### src/rtl/supv_pkg.sv
package supv_pkg;

   typedef enum logic [1:0] {
      ST_OFF  = 2'd0,
      ST_HOLD = 2'd1,
      ST_RUN  = 2'd2
   } supv_state_e;

   function automatic int unsigned supv_max(input int unsigned a, input int unsigned b);
      return (a > b) ? a : b;
   endfunction

endpackage

### src/rtl/supv_sync.sv
module supv_sync #(
   parameter int unsigned WIDTH  = 3,
   parameter int unsigned STAGES = 2
) (
   input  logic             clk,
   input  logic             arst_n,
   input  logic [WIDTH-1:0] d_async,
   output logic [WIDTH-1:0] d_sync
);

   logic [WIDTH-1:0] chain [STAGES];

   always_ff @(posedge clk or negedge arst_n) begin
      if (!arst_n) chain[0] <= '0;
      else         chain[0] <= d_async;
   end

   for (genvar s = 1; s < STAGES; s++) begin : g_stage
      always_ff @(posedge clk or negedge arst_n) begin
         if (!arst_n) chain[s] <= '0;
         else         chain[s] <= chain[s-1];
      end
   end

   assign d_sync = chain[STAGES-1];

endmodule

### src/rtl/supv_edge.sv
module supv_edge #(
   parameter bit BOTH_EDGES = 1'b1
) (
   input  logic clk,
   input  logic arst_n,
   input  logic sig,
   output logic pulse
);

   logic sig_q;

   always_ff @(posedge clk or negedge arst_n) begin
      if (!arst_n) sig_q <= 1'b0;
      else         sig_q <= sig;
   end

   if (BOTH_EDGES) begin : g_any
      assign pulse = sig ^ sig_q;
   end else begin : g_rise
      assign pulse = sig & ~sig_q;
   end

endmodule

### src/rtl/supv_tick_cnt.sv
module supv_tick_cnt #(
   parameter int unsigned WIDTH = 11
) (
   input  logic             clk,
   input  logic             arst_n,
   input  logic             clr,
   input  logic             inc,
   output logic [WIDTH-1:0] cnt
);

   always_ff @(posedge clk or negedge arst_n) begin
      if (!arst_n)  cnt <= '0;
      else if (clr) cnt <= '0;
      else if (inc) cnt <= cnt + 1'b1;
   end

   // the phase limits are always below the counter range, so it never wraps
   p_no_wrap_r7: assert property (@(posedge clk) disable iff (!arst_n)
      (inc && !clr) |-> (cnt != '1));

endmodule

### src/rtl/supv_reset_wdog.sv
module supv_reset_wdog #(
   parameter int unsigned HOLD_TICKS  = 200,
   parameter int unsigned WIN_TICKS   = 1600,
   parameter int unsigned SYNC_STAGES = 2,
   parameter bit          KICK_BOTH   = 1'b1
) (
   input  logic clk,
   input  logic arst_n,
   input  logic tick,
   input  logic pwr_ok,
   input  logic kick,
   input  logic wd_en,
   output logic sys_rst_n
);
   import supv_pkg::*;

   localparam int unsigned MAXT = supv_max(HOLD_TICKS, WIN_TICKS);
   localparam int unsigned CW   = $clog2(MAXT + 1);

   if (HOLD_TICKS < 1) begin : g_bad_hold
      $error("HOLD_TICKS must be at least 1");
   end
   if (WIN_TICKS < 2) begin : g_bad_win
      $error("WIN_TICKS must be at least 2");
   end
   if (SYNC_STAGES < 2) begin : g_bad_sync
      $error("SYNC_STAGES must be at least 2");
   end

   logic [2:0]  raw_in, syn_in;
   logic        pwr_s, kick_s, wd_s, kick_edge;
   logic        cnt_clr, cnt_inc;
   logic [CW-1:0] cnt;
   supv_state_e state, state_nx;

   assign raw_in = {wd_en, kick, pwr_ok};

   supv_sync #(.WIDTH(3), .STAGES(SYNC_STAGES)) u_sync (
      .clk(clk), .arst_n(arst_n), .d_async(raw_in), .d_sync(syn_in)
   );

   assign pwr_s  = syn_in[0];
   assign kick_s = syn_in[1];
   assign wd_s   = syn_in[2];

   supv_edge #(.BOTH_EDGES(KICK_BOTH)) u_kick_edge (
      .clk(clk), .arst_n(arst_n), .sig(kick_s), .pulse(kick_edge)
   );

   supv_tick_cnt #(.WIDTH(CW)) u_cnt (
      .clk(clk), .arst_n(arst_n), .clr(cnt_clr), .inc(cnt_inc), .cnt(cnt)
   );

   logic hold_last, win_last;
   assign hold_last = (cnt == CW'(HOLD_TICKS - 1));
   assign win_last  = (cnt == CW'(WIN_TICKS - 1));

   always_comb begin
      state_nx = state;
      cnt_clr  = 1'b0;
      cnt_inc  = 1'b0;
      if (!pwr_s) begin
         state_nx = ST_OFF;
         cnt_clr  = 1'b1;
      end else begin
         unique case (state)
            ST_OFF: begin
               state_nx = ST_HOLD;
               cnt_clr  = 1'b1;
            end
            ST_HOLD: begin
               if (tick) begin
                  if (hold_last) begin
                     state_nx = ST_RUN;
                     cnt_clr  = 1'b1;
                  end else begin
                     cnt_inc = 1'b1;
                  end
               end
            end
            ST_RUN: begin
               if (!wd_s || kick_edge) begin
                  cnt_clr = 1'b1;
               end else if (tick) begin
                  if (win_last) begin
                     state_nx = ST_HOLD;
                     cnt_clr  = 1'b1;
                  end else begin
                     cnt_inc = 1'b1;
                  end
               end
            end
            default: begin
               state_nx = ST_OFF;
               cnt_clr  = 1'b1;
            end
         endcase
      end
   end

   always_ff @(posedge clk or negedge arst_n) begin
      if (!arst_n) state <= ST_OFF;
      else         state <= state_nx;
   end

   assign sys_rst_n = (state == ST_RUN);

   // a low synchronized supply forces reset on the next cycle
   p_pwr_low_r2: assert property (@(posedge clk) disable iff (!arst_n)
      !pwr_s |=> !sys_rst_n);

   // a release only follows a tick pulse
   p_release_on_tick_r3: assert property (@(posedge clk) disable iff (!arst_n)
      $rose(sys_rst_n) |-> $past(tick));

   // with the watchdog off, a released output stays released while supply holds
   p_disabled_hold_r4: assert property (@(posedge clk) disable iff (!arst_n)
      (sys_rst_n && !wd_s && pwr_s) |=> sys_rst_n);

   // a kick edge while released keeps reset released and restarts the count
   p_kick_restart_r6: assert property (@(posedge clk) disable iff (!arst_n)
      (sys_rst_n && pwr_s && wd_s && kick_edge) |=> (sys_rst_n && cnt == '0));

endmodule

### config.mk
export PLATFORM = sky130hd
export DESIGN_NAME = supv_reset_wdog
export DESIGN_NICKNAME = d
export VERILOG_FILES = /design/src/rtl/supv_pkg.sv /design/src/rtl/supv_sync.sv /design/src/rtl/supv_edge.sv /design/src/rtl/supv_tick_cnt.sv /design/src/rtl/supv_reset_wdog.sv
export SDC_FILE = /design/constraint.sdc
export NUM_CORES = 1
export LEC_CHECK = 0
export CAP_MARGIN = 20
export CORE_MARGIN = 1
export CORE_UTILIZATION = 51
export CTS_CLUSTER_DIAMETER = 60
export DETAILED_ROUTE_END_ITERATION = 6
export GPL_ROUTABILITY_DRIVEN = 0
export PLACE_DENSITY = 0.78
export REMOVE_ABC_BUFFERS = 1
export SYNTH_ARGS = -nofsm -noshare
export SYNTH_HDL_FRONTEND = slang
export SYNTH_SLANG_ARGS = --single-unit
### constraint.sdc
create_clock -name clk -period 2 [get_ports clk]
set_clock_uncertainty 0.05 [all_clocks]
set_input_delay 0.4 -clock clk [delete_from_list [all_inputs] [get_ports clk]]
set_output_delay 0.4 -clock clk [all_outputs]
set_load 0.05 [all_outputs]
* Word level (Yosys, flattened, before mapping)
Cells that the tools add are included.
Storage, ports and cells: input bits 6, register bits 20, word-level logic and storage cells 44
Operators by class: bitwise logic cells 1, reductions and logical operators 5, muxes and demuxes 23, equal/unequal tests 9, add/sub/neg operators 1
Operators with widths (count):
- $mux 11 | 2
- $ne 3x3->1 const B | 5
- $mux 1 | 12
- $mux 2 | 6
- $add 11x1->11 const B | 1
- $eq 11x11->1 const B | 1
- $eq 11x8->1 const B | 1
- $pmux 2 s3 | 1
- $reduce_and 5->1 | 1
- $pmux 1 s2 | 2
- $eq 2x1->1 const B | 1
- $eq 2x2->1 const B | 1
- $logic_not 2->1 | 1
- $reduce_bool 2->1 | 1
- $logic_not 1->1 | 1
- $logic_or 1x1->1 | 1
- $xor 1x1->1 | 1

* Longest topological paths before layout
depth in word-level cells 8, depth in mapped cells 8

* By module
Synthesis repeated with hierarchy kept, for this count alone.
Second synthesis, totals: cells, all modules 100, area, all modules 1071.0 µm²
Modules (own cells, without submodules):
- supv_tick_cnt | cells an instance 54, seq. area each 275.3 µm², times used 1, area an instance 556.8 µm²
- supv_reset_wdog | cells an instance 35, seq. area each 50.0 µm², times used 1, area an instance 307.8 µm²
- supv_sync | cells an instance 9, seq. area each 150.1 µm², times used 1, area an instance 172.7 µm²
- supv_edge | cells an instance 2, seq. area each 25.0 µm², times used 1, area an instance 33.8 µm²

* Least setup slack after synthesis
Ideal clock, no wire load.
path type register to register, start register state[0], end register u_cnt.cnt[5], setup time 73 ps, cell stages (with the launch flop) 7, period minus slack after synthesis 2267 ps, data arrival time 2144 ps, buffers on the path 1, slack -267 ps, path through dfrtp_1 -> inv_1 -> ha_1 -> a32oi_2 -> buf_6 -> or4_2 -> a21oi_2
Between the ends: longest elaborated chain between the ends 4, elaborated cells on any way between the ends 8, classes of those cells eq/ne (2); mux (5); reduce/logical (1)
Ends and longest elaborated chain:
- start: declaration | RTL line supv_reset_wdog.sv:34 | supv_state_e state, state_nx;
- start signal: assignment | RTL line supv_reset_wdog.sv:103 | else state <= state_nx;
- $eq 2x2->1 *
- named net sys_rst_n | RTL line supv_reset_wdog.sv:13 | output logic sys_rst_n
- $pmux 1 s2 | RTL line supv_reset_wdog.sv:66 | unique case (state)
- $mux 1 | RTL line supv_reset_wdog.sv:62 | if (!pwr_s) begin
- $mux 11 / $reduce_bool 2->1 (equally long branches)
- end signal: assignment | RTL line supv_tick_cnt.sv:14 | else if (inc) cnt <= cnt + 1'b1;
- end: declaration | RTL line supv_tick_cnt.sv:8 | output logic [WIDTH-1:0] cnt
The timed path passes the listed nets; every way through them passes the cells marked *. A chain may end at the register's enable or synchronous reset.

* Final worst setup path
start register u_cnt.cnt[6], end register u_cnt.cnt[5]
Between the ends: longest elaborated chain between the ends 7, elaborated cells on any way between the ends 18, classes of those cells eq/ne (2); mux (15); reduce/logical (1)
Ends and longest elaborated chain:
- $eq 11x11->1 | RTL line supv_reset_wdog.sv:56 | assign win_last = (cnt == CW'(WIN_TICKS - 1));
- $mux 1 | RTL line supv_reset_wdog.sv:85 | if (win_last) begin
- $mux 1 | RTL line supv_reset_wdog.sv:84 | end else if (tick) begin
- $mux 1 | RTL line supv_reset_wdog.sv:82 | if (!wd_s || kick_edge) begin
- $pmux 1 s2 | RTL line supv_reset_wdog.sv:66
- $mux 1 | RTL line supv_reset_wdog.sv:62
- $mux 11 / $reduce_bool 2->1 (equally long branches)
Several ways; a longest one is shown, not always the timed one.

==> results by group <==
Clock tree
  • Root buffer cell: sky130_fd_sc_hd__clkbuf_4
  • CTS H-tree lvls: 1
  • Total number of clock tree sinks: 20
  • Maximum clock insertion buffer count: 2
  • Clock-pin slew of the registers on the worst-case setup and hold paths: 0.11 ns
  • Worst skew pair latency: 0.31 ns
  • CTS Buf Count: 3
  • CTS tree: yes

Power
  • Pwr per Cell Area: 747.9 mW/mm²
  • Worst IR Drop VDD: 0.5508 mV
  • Part of the total power dissipated in sequential elements: 0.403
  • Clock group share of total power: 0.212
  • Portion of total power attributed to combinational logic: 0.385
  • Net Switching: 0.3562 mW
  • Power Internal: 0.7593 mW
  • Sw Ratio: 0.3193
  • Leakage power: 0.5946 nW

Route
  • Final WL: 2.550 mm
  • Detail Route Antenna Nets: 0
  • Number of detailed-routing iterations run before antenna repair: 4
  • Via count: 951
  • DRC: 0
  • Mean routed wirelength per cell: 15.64 µm
  • Initial DRC Count: 26
  • Detailed-route vias per instance: 5.834

Global routing
  • Pin count of the biggest net entering global routing: 21
  • Overall track demand over capacity in global routing: 0.2434
  • Overflow after GRT: 0
  • First-pass GRT wire length: 4.347 mm
  • Antenna violations before repair: 0
  • Vias in the first global route: 964

Cells and area
  • Net total in the final layout: 148
  • Post-Layout Inst Area: 0.001491 mm²
  • Area Growth Syn to Fin: 36.38%
  • Fraction of final layout cells with drive strength greater than 1: 0.4338
  • Diodes inserted: 0

Logic synthesis
  • Distinct cells, synth: 37
  • Leading register cell type out of synthesis: sky130_fd_sc_hd__dfrtp_1
  • Number of flops mapped to enable cells by yosys: 0
  • Top cells by area, synth: sky130_fd_sc_hd__dfrtp_1 (46%), sky130_fd_sc_hd__a21oi_2 (6.4%), sky130_fd_sc_hd__ha_1 (5.7%)
  • Portion of the post-synthesis area used by sequential elements: 0.4577
  • Fraction of post-synthesis cell area in the top cell type by area: 0.4577
  • Area leader, netlist: sky130_fd_sc_hd__dfrtp_1
  • Ys async rst share: 1.000
  • Total number of yosys warnings: 0
  • Cell area after technology mapping: 0.001094 mm²
  • Avg Inst Size Synth: 10.51 µm²
  • Number of cells produced by synthesis: 104
  • FF+latch count, synth: 20

STA
  • Setup violation total in the final timing report: 12
  • Worst slew slack as a fraction of its limit: 0.7057
  • Final hold vios: 0
  • Final Worst Setup Slack: -0.1410 ns
  • Tmin final: 2.141 ns
  • Setup repair after global routing missed its margin: true
  • Worst-margin pin slew: 0.4405 ns
  • Share of the cycle needed by the critical path after routing: 1.070
  • Max Freq: 467.1 MHz
  • Worst slack on hold paths: 0.3097 ns
  • Max-slew violation total from the final report: 0

Run status
  • Failing checks: negative setup slack
  • Result of the run: finished with violations

Floorplan
  • Die outline width: 48.31 µm
  • Chip height: 48.31 µm
  • Placeable Area: 0.001982 mm²
  • Ports: 7
  • Number of rows created at floorplan: 16
  • Area enclosed by the die boundary: 0.002333 mm²
  • Starting utilization of the core area: 0.5518

Critical path
  • Worst Setup End Kind: flop
  • Crit path arrival time: 2.34 ns
  • Critical path class: flop to flop
  • Crit start category: flop
  • Critical path fanouts, max: 7
  • Required time of the critical path: 2.20 ns

Placed design
  • DP Area: 0.001351 mm²
  • Number of port buffers: 6
  • Total half-perimeter wirelength after legalization and detailed placement: 1.800 mm

Worst hold path
  • Worst hold path class: flop to flop

Run
  • Max capacitance violation total: 0
synthesized netlist by cell type, types with 3 or more instances:
| cell | instances |
|---|---|
| sky130_fd_sc_hd__nor2_1 | 3 |
| sky130_fd_sc_hd__o31ai_1 | 3 |
| sky130_fd_sc_hd__inv_1 | 6 |
| sky130_fd_sc_hd__o21ai_1 | 7 |
| sky130_fd_sc_hd__nand3_1 | 7 |
| sky130_fd_sc_hd__nand2_1 | 6 |
| sky130_fd_sc_hd__or3_2 | 6 |
| sky130_fd_sc_hd__ha_1 | 5 |
| sky130_fd_sc_hd__dfrtp_1 | 20 |
| sky130_fd_sc_hd__or4_2 | 3 |
| sky130_fd_sc_hd__a21oi_2 | 8 |
| sky130_fd_sc_hd__a21oi_1 | 3 |
power by group through the flow:
stage | Sequential (mW) | Clock, mW | Combinational (mW)
finish | 0.449 | 0.237 | 0.429
global route | 0.451 | 0.261 | 0.466
CTS | 0.448 | 0.245 | 0.426
detailed placement | 0.451 | 0 | 0.351
global placement | 0.449 | 0 | 0.331
floorplan | 0.448 | 0 | 0.170
final timing paths:
check / from / endpoint / slack, ns / cells past startpoint
setup / recovery: u_cnt.cnt[6]$_DFFE_PN0P_ / u_cnt.cnt[5]$_DFFE_PN0P_ / -0.14 / 8
hold / removal: u_sync.chain[5]$_DFF_PN0_ / u_sync.d_sync[2]$_DFF_PN0_ / 0.31 / 0
setup reg to reg: u_cnt.cnt[6]$_DFFE_PN0P_ / u_cnt.cnt[5]$_DFFE_PN0P_ / -0.14 / 8
hold reg to reg: u_sync.chain[5]$_DFF_PN0_ / u_sync.d_sync[2]$_DFF_PN0_ / 0.31 / 0
max in group asynchronous: arst_n / u_sync.d_sync[0]$_DFF_PN0_ / 1.31 / 2
min in group asynchronous: arst_n / u_cnt.cnt[4]$_DFFE_PN0P_ / 0.37 / 2
placed cells by master (no fill, tap or decap), types with 5 or more instances in the layout:
cell type,count
sky130_fd_sc_hd__dfrtp_1,20
sky130_fd_sc_hd__clkdlybuf4s50_1,5
sky130_fd_sc_hd__buf_4,20
sky130_fd_sc_hd__a21oi_2,7
sky130_fd_sc_hd__nand2_1,6
sky130_fd_sc_hd__nand3_1,7
sky130_fd_sc_hd__inv_1,5
sky130_fd_sc_hd__o21ai_1,6
sky130_fd_sc_hd__or3_2,6
layer usage:
layer,wire (µm),vias up,GRT usage
met5,0,-,0
met1,1090,469,0.2990
met4,37,0,0.07843
met3,107,5,0.03145
met2,1314,29,0.4413
li1,-,448,-
flip-flops by register name (all words and copies together), names as in the netlist:
signal             cells
u_kick_edge.sig_q      1
state                  2
u_sync.chain           3
u_sync.d_sync          3
u_cnt.cnt             11
metrics by stage:
stage / instances / power (mW) / setup slack, ns / utilization / TNS (ns)
6_report: 163 / 1.115 / -0.1410 / 0.7525 / -1.098
5_1_grt: 163 / 1.178 / -0.2209 / 0.7525 / -2.023
4_1_cts: 162 / 1.120 / -0.2010 / 0.7330 / -1.701
3_5_place_dp: 156 / 0.8018 / -0.2696 / 0.6818 / -2.551
3_3_place_gp: 156 / 0.7804 / -0.2346 / 0.6818 / -2.059
2_1_floorplan: 101 / 0.6183 / -0.3986 / - / -3.616
critical path, stage by stage, from the launching register on:
cell	delay, ns
sky130_fd_sc_hd__dfrtp_1	0.41
sky130_fd_sc_hd__buf_4	0.17
sky130_fd_sc_hd__and3_2	0.22
sky130_fd_sc_hd__nand3_4	0.10
sky130_fd_sc_hd__a32oi_4	0.06
sky130_fd_sc_hd__buf_12	0.15
sky130_fd_sc_hd__buf_4	0.13
sky130_fd_sc_hd__or4_2	0.62
sky130_fd_sc_hd__a21oi_2	0.16
cell type report:
| cell class | instances | area (µm²) |
|---|---|---|
| clock buffers | 4 | 36.28 |
| fillers | 123 | 490.5 |
| inverters | 6 | 22.52 |
| multi-input cells | 75 | 590.6 |
| flip-flops and latches | 20 | 500.5 |
| well taps | 27 | 33.78 |
| repair buffers | 31 | 307.8 |
what timing repair did:
action | 4_1_cts | 5_1_grt
gates cloned | 1 | 0
gates resized for setup | 8 | 7
pin swaps | 3 | 5
hold buffers | 0 | 0
hold endpoints to repair | 0 | 0
endpoints found under the setup margin | 12 | 13
setup buffers | 1 | 1
logic make-up (layout without fill, tap and decap cells):
group | Yosys count | count (layout) | synth area share
AOI/OAI and AO/OA | 28 | 28 | 0.1842
and+or+nand+nor | 39 | 39 | 0.2220
xor gates and xnor gates | 2 | 2 | 0.01602
muxes | 1 | 1 | 0.009154
adders and majority gates | 5 | 5 | 0.05721
buffers and inverters | 9 | 41 | 0.05377
DFF | 20 | 20 | 0.4577
(Power assumes the default switching activity.)
